<file path="src/rtl/seq_pkg.sv">
// Shared types for the triggered channel list sequencer.
package seq_pkg;
    typedef enum logic {
        ST_IDLE = 1'b0,
        ST_REQ  = 1'b1
    } seq_state_e;
endpackage

</file>
<file path="src/rtl/seq_list_regs.sv">
// Channel list storage.
// Holds DEPTH channel numbers, written one entry per cycle and read
// combinationally by index. Assumes the write index is below DEPTH.
module seq_list_regs #(
    parameter int CH_W  = 6,
    parameter int DEPTH = 8,
    localparam int IDX_W = (DEPTH > 1) ? $clog2(DEPTH) : 1
) (
    input  logic             clk,
    input  logic             rst_n,
    input  logic             wr_en,
    input  logic [IDX_W-1:0] wr_idx,
    input  logic [CH_W-1:0]  wr_ch,
    input  logic [IDX_W-1:0] rd_idx,
    output logic [CH_W-1:0]  rd_ch
);
    logic [CH_W-1:0] entry_q [DEPTH];

    for (genvar g = 0; g < DEPTH; g++) begin : g_entry
        // Capture the channel number when this entry is addressed.
        always_ff @(posedge clk) begin
            if (!rst_n)
                entry_q[g] <= '0;
            else if (wr_en && (wr_idx == IDX_W'(g)))
                entry_q[g] <= wr_ch;
        end
    end

    // Select the entry addressed by the sequencer pointer.
    always_comb rd_ch = entry_q[rd_idx];
endmodule

</file>
<file path="src/rtl/seq_ctrl.sv">
// List walk controller.
// Accepts a trigger when idle and captures the clamped length. It then
// holds a request per entry until the converter reports done, and
// returns to idle after the last entry with the pointer back at 0.
// Triggers seen while busy set a sticky overrun flag. Assumes conv_done
// is only asserted while conv_req is high.
module seq_ctrl
    import seq_pkg::*;
#(
    parameter int DEPTH = 8,
    localparam int IDX_W = (DEPTH > 1) ? $clog2(DEPTH) : 1,
    localparam int LEN_W = $clog2(DEPTH + 1)
) (
    input  logic             clk,
    input  logic             rst_n,
    input  logic             trig_in,
    input  logic [LEN_W-1:0] len_in,
    input  logic             conv_done,
    output logic             conv_req,
    output logic [IDX_W-1:0] ptr,
    output logic             push,
    output logic             trig_note,
    output logic             ovr_flag
);
    seq_state_e       state_q;
    logic [IDX_W-1:0] ptr_q;
    logic [LEN_W-1:0] len_q;
    logic [LEN_W-1:0] len_eff;
    logic             last;
    logic             note_q;
    logic             ovr_q;

    // Clamp the requested length to the list depth.
    always_comb len_eff = (len_in > LEN_W'(DEPTH)) ? LEN_W'(DEPTH) : len_in;

    // Flag the final entry of the captured list.
    always_comb last = (LEN_W'(ptr_q) == (len_q - LEN_W'(1)));

    // Sequence state, pointer, notification pulse and overrun flag.
    always_ff @(posedge clk) begin
        if (!rst_n) begin
            state_q <= ST_IDLE;
            ptr_q   <= '0;
            len_q   <= '0;
            note_q  <= 1'b0;
            ovr_q   <= 1'b0;
        end else begin
            note_q <= 1'b0;
            case (state_q)
                ST_IDLE: begin
                    if (trig_in && (len_eff != '0)) begin
                        state_q <= ST_REQ;
                        ptr_q   <= '0;
                        len_q   <= len_eff;
                        note_q  <= 1'b1;
                    end
                end
                ST_REQ: begin
                    if (trig_in)
                        ovr_q <= 1'b1;
                    if (conv_done) begin
                        if (last) begin
                            ptr_q   <= '0;
                            state_q <= ST_IDLE;
                        end else begin
                            ptr_q <= ptr_q + IDX_W'(1);
                        end
                    end
                end
                default: state_q <= ST_IDLE;
            endcase
        end
    end

    // Drive the handshake and status outputs.
    always_comb begin
        conv_req  = (state_q == ST_REQ);
        push      = (state_q == ST_REQ) && conv_done;
        ptr       = ptr_q;
        trig_note = note_q;
        ovr_flag  = ovr_q;
    end
endmodule

</file>
<file path="src/rtl/seq_fifo.sv">
// Result FIFO with watermark compare.
// Stores {channel, data} pairs with a show-ahead read port. A push while
// full without a same-cycle pop is dropped and sets a sticky overflow
// flag. Pops on an empty FIFO are ignored. The interrupt is high while the
// count is strictly above the watermark.
module seq_fifo #(
    parameter int CH_W   = 6,
    parameter int DATA_W = 14,
    parameter int DEPTH  = 8,
    localparam int PTR_W = (DEPTH > 1) ? $clog2(DEPTH) : 1,
    localparam int CNT_W = $clog2(DEPTH + 1),
    localparam int ENT_W = CH_W + DATA_W
) (
    input  logic              clk,
    input  logic              rst_n,
    input  logic              push,
    input  logic [CH_W-1:0]   push_ch,
    input  logic [DATA_W-1:0] push_data,
    input  logic              pop,
    input  logic [CNT_W-1:0]  wm_level,
    output logic              rd_valid,
    output logic [CH_W-1:0]   rd_ch,
    output logic [DATA_W-1:0] rd_data,
    output logic [CNT_W-1:0]  level,
    output logic              wm_irq,
    output logic              ovf_flag
);
    logic [ENT_W-1:0] mem_q [DEPTH];
    logic [PTR_W-1:0] wr_q, rd_q;
    logic [CNT_W-1:0] cnt_q;
    logic             ovf_q;
    logic             do_pop, do_push, full;

    // Decide which transfers take place this cycle.
    always_comb begin
        full    = (cnt_q == CNT_W'(DEPTH));
        do_pop  = pop && (cnt_q != '0);
        do_push = push && (!full || do_pop);
    end

    // Write the incoming pair into the slot at the write pointer.
    always_ff @(posedge clk) begin
        if (do_push)
            mem_q[wr_q] <= {push_ch, push_data};
    end

    // Pointers, fill count and overflow flag.
    always_ff @(posedge clk) begin
        if (!rst_n) begin
            wr_q  <= '0;
            rd_q  <= '0;
            cnt_q <= '0;
            ovf_q <= 1'b0;
        end else begin
            if (do_push)
                wr_q <= (wr_q == PTR_W'(DEPTH - 1)) ? '0 : wr_q + PTR_W'(1);
            if (do_pop)
                rd_q <= (rd_q == PTR_W'(DEPTH - 1)) ? '0 : rd_q + PTR_W'(1);
            cnt_q <= cnt_q + CNT_W'(do_push) - CNT_W'(do_pop);
            if (push && !do_push)
                ovf_q <= 1'b1;
        end
    end

    // Show-ahead read port and watermark compare.
    always_comb begin
        rd_valid = (cnt_q != '0);
        {rd_ch, rd_data} = mem_q[rd_q];
        level    = cnt_q;
        wm_irq   = (cnt_q > wm_level);
        ovf_flag = ovf_q;
    end
endmodule

</file>
<file path="src/rtl/trig_list_seq.sv">
// Triggered channel list sequencer, top level.
// Ties the list storage, the walk controller and the result FIFO together.
// Assumes a one-shot converter that answers each request with exactly one
// done strobe.
module trig_list_seq #(
    parameter int CH_W       = 6,
    parameter int DATA_W     = 14,
    parameter int LIST_DEPTH = 8,
    parameter int FIFO_DEPTH = 8,
    localparam int IDX_W = (LIST_DEPTH > 1) ? $clog2(LIST_DEPTH) : 1,
    localparam int LEN_W = $clog2(LIST_DEPTH + 1),
    localparam int CNT_W = $clog2(FIFO_DEPTH + 1)
) (
    input  logic              clk,
    input  logic              rst_n,
    input  logic              trig_in,
    input  logic              lst_wr_en,
    input  logic [IDX_W-1:0]  lst_wr_idx,
    input  logic [CH_W-1:0]   lst_wr_ch,
    input  logic [LEN_W-1:0]  lst_len,
    input  logic [CNT_W-1:0]  wm_level,
    output logic              conv_req,
    output logic [CH_W-1:0]   conv_ch,
    input  logic              conv_done,
    input  logic [DATA_W-1:0] conv_data,
    input  logic              rd_en,
    output logic              rd_valid,
    output logic [CH_W-1:0]   rd_ch,
    output logic [DATA_W-1:0] rd_data,
    output logic [CNT_W-1:0]  fifo_level,
    output logic              trig_note,
    output logic              wm_irq,
    output logic              ovr_flag,
    output logic              ovf_flag
);
    logic [IDX_W-1:0] walk_ptr;
    logic             push;

    seq_list_regs #(.CH_W(CH_W), .DEPTH(LIST_DEPTH)) u_list (
        .clk    (clk),
        .rst_n  (rst_n),
        .wr_en  (lst_wr_en),
        .wr_idx (lst_wr_idx),
        .wr_ch  (lst_wr_ch),
        .rd_idx (walk_ptr),
        .rd_ch  (conv_ch)
    );

    seq_ctrl #(.DEPTH(LIST_DEPTH)) u_ctrl (
        .clk       (clk),
        .rst_n     (rst_n),
        .trig_in   (trig_in),
        .len_in    (lst_len),
        .conv_done (conv_done),
        .conv_req  (conv_req),
        .ptr       (walk_ptr),
        .push      (push),
        .trig_note (trig_note),
        .ovr_flag  (ovr_flag)
    );

    seq_fifo #(.CH_W(CH_W), .DATA_W(DATA_W), .DEPTH(FIFO_DEPTH)) u_fifo (
        .clk       (clk),
        .rst_n     (rst_n),
        .push      (push),
        .push_ch   (conv_ch),
        .push_data (conv_data),
        .pop       (rd_en),
        .wm_level  (wm_level),
        .rd_valid  (rd_valid),
        .rd_ch     (rd_ch),
        .rd_data   (rd_data),
        .level     (fifo_level),
        .wm_irq    (wm_irq),
        .ovf_flag  (ovf_flag)
    );
endmodule

</file>
<file path="config.mk">
export PLATFORM = sky130hd
export DESIGN_NAME = trig_list_seq
export DESIGN_NICKNAME = d
export VERILOG_FILES = /design/src/rtl/seq_pkg.sv /design/src/rtl/seq_list_regs.sv /design/src/rtl/seq_ctrl.sv /design/src/rtl/seq_fifo.sv /design/src/rtl/trig_list_seq.sv
export SDC_FILE = /design/constraint.sdc
export NUM_CORES = 1
export LEC_CHECK = 0
export ABC_AREA = 1
export BUFFER_PORTS_ARGS = -buffer_cell sky130_fd_sc_hd__buf_2
export CORE_MARGIN = 2
export CORE_UTILIZATION = 50
export DETAILED_ROUTE_END_ITERATION = 10
export PLACE_DENSITY = 0.79
export SYNTH_ARGS = -nofsm -noshare
export SYNTH_HDL_FRONTEND = slang
export SYNTH_SLANG_ARGS = --single-unit
</file>
<file path="constraint.sdc">
create_clock -name clk -period 3.41 [get_ports clk]
set_clock_uncertainty 0.2 [all_clocks]
set_input_delay 0.1705 -clock clk [delete_from_list [all_inputs] [get_ports clk]]
set_output_delay 0.1705 -clock clk [all_outputs]
set_load 0.005 [all_outputs]
</file>
==> impl_metrics.yaml, run 1 <==
outcome:
  status: "complete, no violations"
clock_network:
  clock_sinks: 235
  root_buffer: "clkbuf_16"
  numCtsBuffers: 23
  ctsResizeCount: 0
  cts_tree: "yes"
  htreeDepth: 1
  post_cts_buffers: 0
  path_clk_slew_ps: 60
  clk-insertion-delay-late_ps: 500
  postCtsHoldBufs: 32
  clockBufferDepth: 3
finish:
  synthToLayoutAreaGrowth_pct: 16.8
  diodes: 0
  stdcell_count: 1220
  fin_nets: 992
  drive_gt1_share_pct: 14.3
  layout_common_cells: "edfxtp_1, nor2_1, nand2_1, buf_2, o21ai_0"
  final_common_cell: "edfxtp_1"
  utilization_pct: 59.2
  fillCellCount: 1557
pwr:
  p_sw_mw: 2.07
  p_leak_nw: 4.32
  ir_drop_uv: 453
  p_per_area_nw_per_um2: 644
  swShare_pct: 28.0
  p_int_mw: 5.32
  power_frac_comb_pct: 21.9
  power_frac_clock_pct: 32.9
  seqPwrFrac_pct: 45.3
grt:
  grt_pass1_wl_um: 31600
  grt_usage_pct: 19.6
  grt_max_degree: 81
  grt_pass1_vias: 6291
  grt.overflow.total: 0
  antenna_found_initial: 0
floorplanning:
  ioPinCount: 73
  initial_core_util_pct: 50.7
  die-area_um2: 20800
  num_rows: 51
  die_h_um: 144
  coreArea_um2: 19400
  dieWidth_um: 144
timing:
  rsz0062_at_grt: "no"
  post-route-period-util_pct: 80.8
  fin_crit_ps: 2760
  setup_tns_ps: 0
  final-hold-violation-count: 0
  slew_violations: 0
  clock.fmax_ghz: 0.363
  worst_pin_slew_ps: 1090
  setup_viol: 0
  relSlewSlack_pct: 27.0
logic_synthesis:
  ys_seq_area_share_pct: 69.0
  ys.warnings.count: 0
  synth_area_um2: 9830
  synth_cell_types: 33
  synth.avg_cell_area_um2: 11.8
  syn_inst: 834
  syn_nets: 887
  synth_enable_flop_cells: 208
  ys_ff_latch: 235
  synth_async_sr_flop_share_pct: 0
  ys.flop_type: "edfxtp_1"
place:
  gp_congestion: 0.837
  placement.io_buffers: 72
  dp_hpwl_um: 12300
  place_inst: 1147
setup_path:
  critical_path_class: "flip-flop to output port"
  cp-start-kind: "flip-flop"
  worstPathArrival_ps: 2380
  end_kind: "output port"
  cp_max_fo: 80
  required_ps: 3040
min_path:
  worstHoldPathType: "input port to flip-flop"
drt:
  firstDrtPassIters: 6
  wirelength_um: 20200
  viasPerCell: 5.34
  drtAntennaViolNets: 0
  drc: 0
  detail_route.wl_per_cell_um: 16.6
  drt_iter0_markers: 430
  num_vias: 6518
run:
  cap_viol_max_count: 0
synthesized netlist by cell type, drive strengths merged (2+ instances only):
| cell | n | area [µm²] |
|---|---|---|
| a21oi | 14 | 70.1 |
| a22oi | 2 | 15.0 |
| buf | 26 | 169 |
| clkbuf | 12 | 45.0 |
| dfxtp | 27 | 541 |
| edfxtp | 208 | 6250 |
| ha | 15 | 188 |
| inv | 45 | 169 |
| mux2i | 26 | 260 |
| nand2 | 127 | 502 |
| nand3 | 17 | 95.1 |
| nor2 | 190 | 726 |
| o211a | 2 | 20.0 |
| o21ai | 62 | 310 |
| o22ai | 26 | 163 |
| o32ai | 26 | 228 |
| xnor2 | 2 | 17.5 |
logic make-up (layout without fill, tap and decap cells):
family	after synthesis	after routing	share of synthesized area (%)
compound gates	135	135	8.44
xor+xnor	3	3	0.267
fa+ha+maj	16	16	2.11
buf+inv	83	204	3.89
flops	235	235	69.0
mux	26	26	2.65
simple gates	336	336	13.6
path summary, 6_finish.rpt:
kind                                         to  slack, ps                          from  cells past startpoint
max                                    rd_ch[0]        650                     flip-flop                      6
min          u_list.entry_q[4][0]$_SDFFCE_PN0P_         90                 lst_wr_idx[0]                      4
max reg2reg        u_fifo.mem_q[3][6]$_DFFE_PP_        840    u_fifo.level[2]$_SDFF_PN0_                     10
min reg2reg        u_ctrl.ovr_flag$_SDFFE_PN0P_        270  u_ctrl.ovr_flag$_SDFFE_PN0P_                      2
worst max-delay path, cell delays in order (launching register included):
cell	delay (ps)
dfxtp_2	330
buf_4	710
nor2_1	170
o32ai_1	330
nand2_1	80
nand2_1	110
buf_2	120
flip-flops by register name, summed over array words and instances (netlist names), named ones only:
register / flops
u_ctrl.conv_req: 1
u_ctrl.trig_note: 1
u_fifo.mem_q: 160
u_fifo.rd_q: 3
u_fifo.ovf_flag: 1
u_fifo.level: 4
u_fifo.wr_q: 3
u_ctrl.ptr: 3
u_ctrl.ovr_flag: 1
u_list.entry_q: 48
u_ctrl.len_q: 4
through the flow:
stage,instance area [µm²],power (mW),setup slack (ps),hold WS (ps)
floorplan,9830,4.49,838,69.4
global placement,10400,4.95,935,226
detailed placement,10400,5.00,825,232
CTS,11500,7.43,650,64.6
global route,11500,7.76,443,95.2
finish,11500,7.39,655,85.9
final cells by class:
class,count,area (µm²),share of cell area [%]
multi-input cells,516,2670,23.3
clock inverters,10,95.1,0.828
clock buffers,31,626,5.45
well taps,265,332,2.89
flip-flops and latches,235,6790,59.1
inverters,45,169,1.47
repair buffers,118,798,6.95
power groups by stage:
stage | combinational [mW] | clock [mW] | sequential [mW]
after floorplan | 1.10 | 0 | 3.39
after global placement | 1.55 | 0 | 3.40
after detailed placement | 1.59 | 0 | 3.41
after CTS | 1.63 | 2.46 | 3.34
after global routing | 1.82 | 2.59 | 3.35
final | 1.62 | 2.43 | 3.34
metal layers:
layer,share of wire (%),routed length (µm),global-route usage (%),vias up
li1,-,-,-,3162
met1,42,8410,24.7,3089
met2,50,10100,34.3,220
met3,6.2,1250,3.38,47
met4,2.6,529,6.75,0
met5,0,0,0,-
Power figures use the tool's default switching activity.
==> inputs of run 2 (changes only) <==
==> constraint.sdc (replaced) <==
create_clock -name clk -period 2.8 [get_ports clk]
set_clock_uncertainty 0.2 [all_clocks]
set_input_delay 0.14 -clock clk [delete_from_list [all_inputs] [get_ports clk]]
set_output_delay 0.14 -clock clk [all_outputs]
set_load 0.005 [all_outputs]
==> run 2 against run 1 <==
Die area stayed put. Critical path depth is 1 lower. Clock power is 27% higher. Sequential power is 22% higher. Via count is 0.54% lower. Cell count is 0.49% higher. Register-to-register slack worse by 540 ps. First-iteration DRC count is 13% lower. Largest cell class unchanged.
==> impl_metrics.yaml, run 2 (synthesis gave the netlist of run 1 again) <==
clock_network:
  numCtsBuffers: 25
  ctsResizeCount: 0
  post_cts_buffers: 0
  clk-insertion-delay-late_ps: 520
  root_buffer: "clkbuf_16"
  htreeDepth: 1
  postCtsHoldBufs: 32
  cts_tree: "yes"
  clockBufferDepth: 3
  path_clk_slew_ps: 60
  clock_sinks: 235
finish:
  layout_common_cells: "edfxtp_1, nor2_1, nand2_1, buf_2, o21ai_0"
  top_register: "u_fifo.mem_q"
  synthToLayoutAreaGrowth_pct: 17.7
  fin_nets: 996
  fillCellCount: 1524
  diodes: 0
  largest_reg_flops: 160
  seqCellArea_um2: 6790
  drive_gt1_share_pct: 14.8
  final_common_cell: "edfxtp_1"
  multiInputGateArea_um2: 2670
  fin_area_um2: 11600
  reg_top3: "u_fifo.mem_q x160, u_list.entry_q x48"
setup_path:
  rrSetupSlack_ps: 300
  worstPathArrival_ps: 2270
  cp_max_fo: 24
  critical_path_class: "flip-flop to output port"
  required_ps: 2460
  end_kind: "output port"
  worstReg2RegStart: "u_ctrl.conv_req$_SDFF_PN0_"
  cp-start-kind: "flip-flop"
  r2r-end: "u_ctrl.len_q[0]$_SDFFE_PN0P_"
  reg2regPathDepth: 7
pwr:
  p_sw_mw: 2.58
  power_frac_comb_pct: 21.8
  swShare_pct: 28.2
  power.total_mw: 9.16
  power_frac_clock_pct: 33.7
  p_per_area_nw_per_um2: 792
  seqPwrFrac_pct: 44.5
  p_leak_nw: 4.37
  ir_drop_uv: 472
  p_int_mw: 6.58
timing:
  rsz0062_at_grt: "no"
  post-route-period-util_pct: 93.0
  final-hold-violation-count: 0
  clock.fmax_ghz: 0.384
  relSlewSlack_pct: 33.8
  setup_tns_ps: 0
  setup_viol: 0
  fin_crit_ps: 2610
  worst_pin_slew_ps: 982
  slew_violations: 0
min_path:
  whs_path_depth: 4
  worstHoldPathType: "input port to flip-flop"
  min_to: "u_list.entry_q[5][0]$_SDFFCE_PN0P_"
  worstHoldStart: "lst_wr_idx[1]"
drt:
  drt_iter0_markers: 376
  firstDrtPassIters: 5
  drtAntennaViolNets: 0
  detail_route.wl_per_cell_um: 16.2
  num_vias: 6483
  viasPerCell: 5.29
  drc: 0
  wirelength_um: 19800
grt:
  antenna_found_initial: 0
  grt_pass1_vias: 6319
  grt_pass1_wl_um: 31300
  grt_max_degree: 81
  grt.overflow.total: 0
  grt_usage_pct: 19.3
place:
  gp_congestion: 0.855
  dp_hpwl_um: 11700
  placed_area_um2: 10500
  placement.io_buffers: 72
outcome:
  status: "complete, no violations"
floorplanning:
  initial_core_util_pct: 50.7
  dieWidth_um: 144
  num_rows: 51
  die-area_um2: 20800
  die_h_um: 144
  ioPinCount: 73
  coreArea_um2: 19400
run:
  cap_viol_max_count: 0
-- run 2: how the worst max path moves through the flow --
| stage | from | to | slack (ps) | cells after the start |
|---|---|---|---|---|
| after global routing | flip-flop | conv_ch[2] | 8 | 5 |
| after CTS | flip-flop | conv_ch[3] | 190 | 5 |
| after floorplan | u_fifo.level[2]$_SDFF_PN0_ | u_fifo.mem_q[1][0]$_DFFE_PP_ | 230 | 9 |
| final | flip-flop | conv_ch[3] | 190 | 5 |
| after global placement | u_fifo.level[2]$_SDFF_PN0_ | u_fifo.level[2]$_SDFF_PN0_ | 590 | 12 |
| after detailed placement | u_fifo.level[2]$_SDFF_PN0_ | u_fifo.level[2]$_SDFF_PN0_ | 530 | 12 |
-- run 2: per-stage QoR --
step / hold slack, ps / setup WS (ps) / utilization [%] / instances
after floorplan: 38.9 / 228 / - / 834
after CTS: 15.0 / 191 / 59.6 / 1226
final: 34.2 / 195 / 59.6 / 1226
after global placement: 193 / 590 / 54.0 / 1149
after global routing: 60.8 / 8.30 / 59.6 / 1226
after detailed placement: 206 / 529 / 54.0 / 1149
-- run 2: area by class of cell --
class / count / share of cell area (%)
flip-flops and latches: 235 / 58.7
multi-input cells: 516 / 23.1
repair buffers: 120 / 7.25
clock buffers: 30 / 5.57
well taps: 265 / 2.87
inverters: 45 / 1.46
clock inverters: 15 / 1.07
-- run 2: metal layers --
metal  up-vias  track usage (%)  routed length, µm
met3        46             3.08               1010
li1       3159                -                  -
met1      3091             24.4               8240
met2       187             34.2              10100
met4         0             5.98                522
met5         -                0                  0
-- run 2: power groups by stage --
| stage | logic (mW) | clock network, mW | registers [mW] |
|---|---|---|---|
| after floorplan | 1.34 | 0 | 4.12 |
| after global placement | 1.92 | 0 | 4.14 |
| after detailed placement | 1.97 | 0 | 4.15 |
| after CTS | 2.02 | 3.12 | 4.08 |
| after global routing | 2.26 | 3.26 | 4.09 |
| final | 2.00 | 3.08 | 4.08 |
-- run 2: worst max-delay path, cell delays in order (launching register included) --
cell	delay [ps]
dfxtp_1	760
o21ai_0	240
o32ai_1	190
nand2_1	100
nand2_1	270
buf_2	180
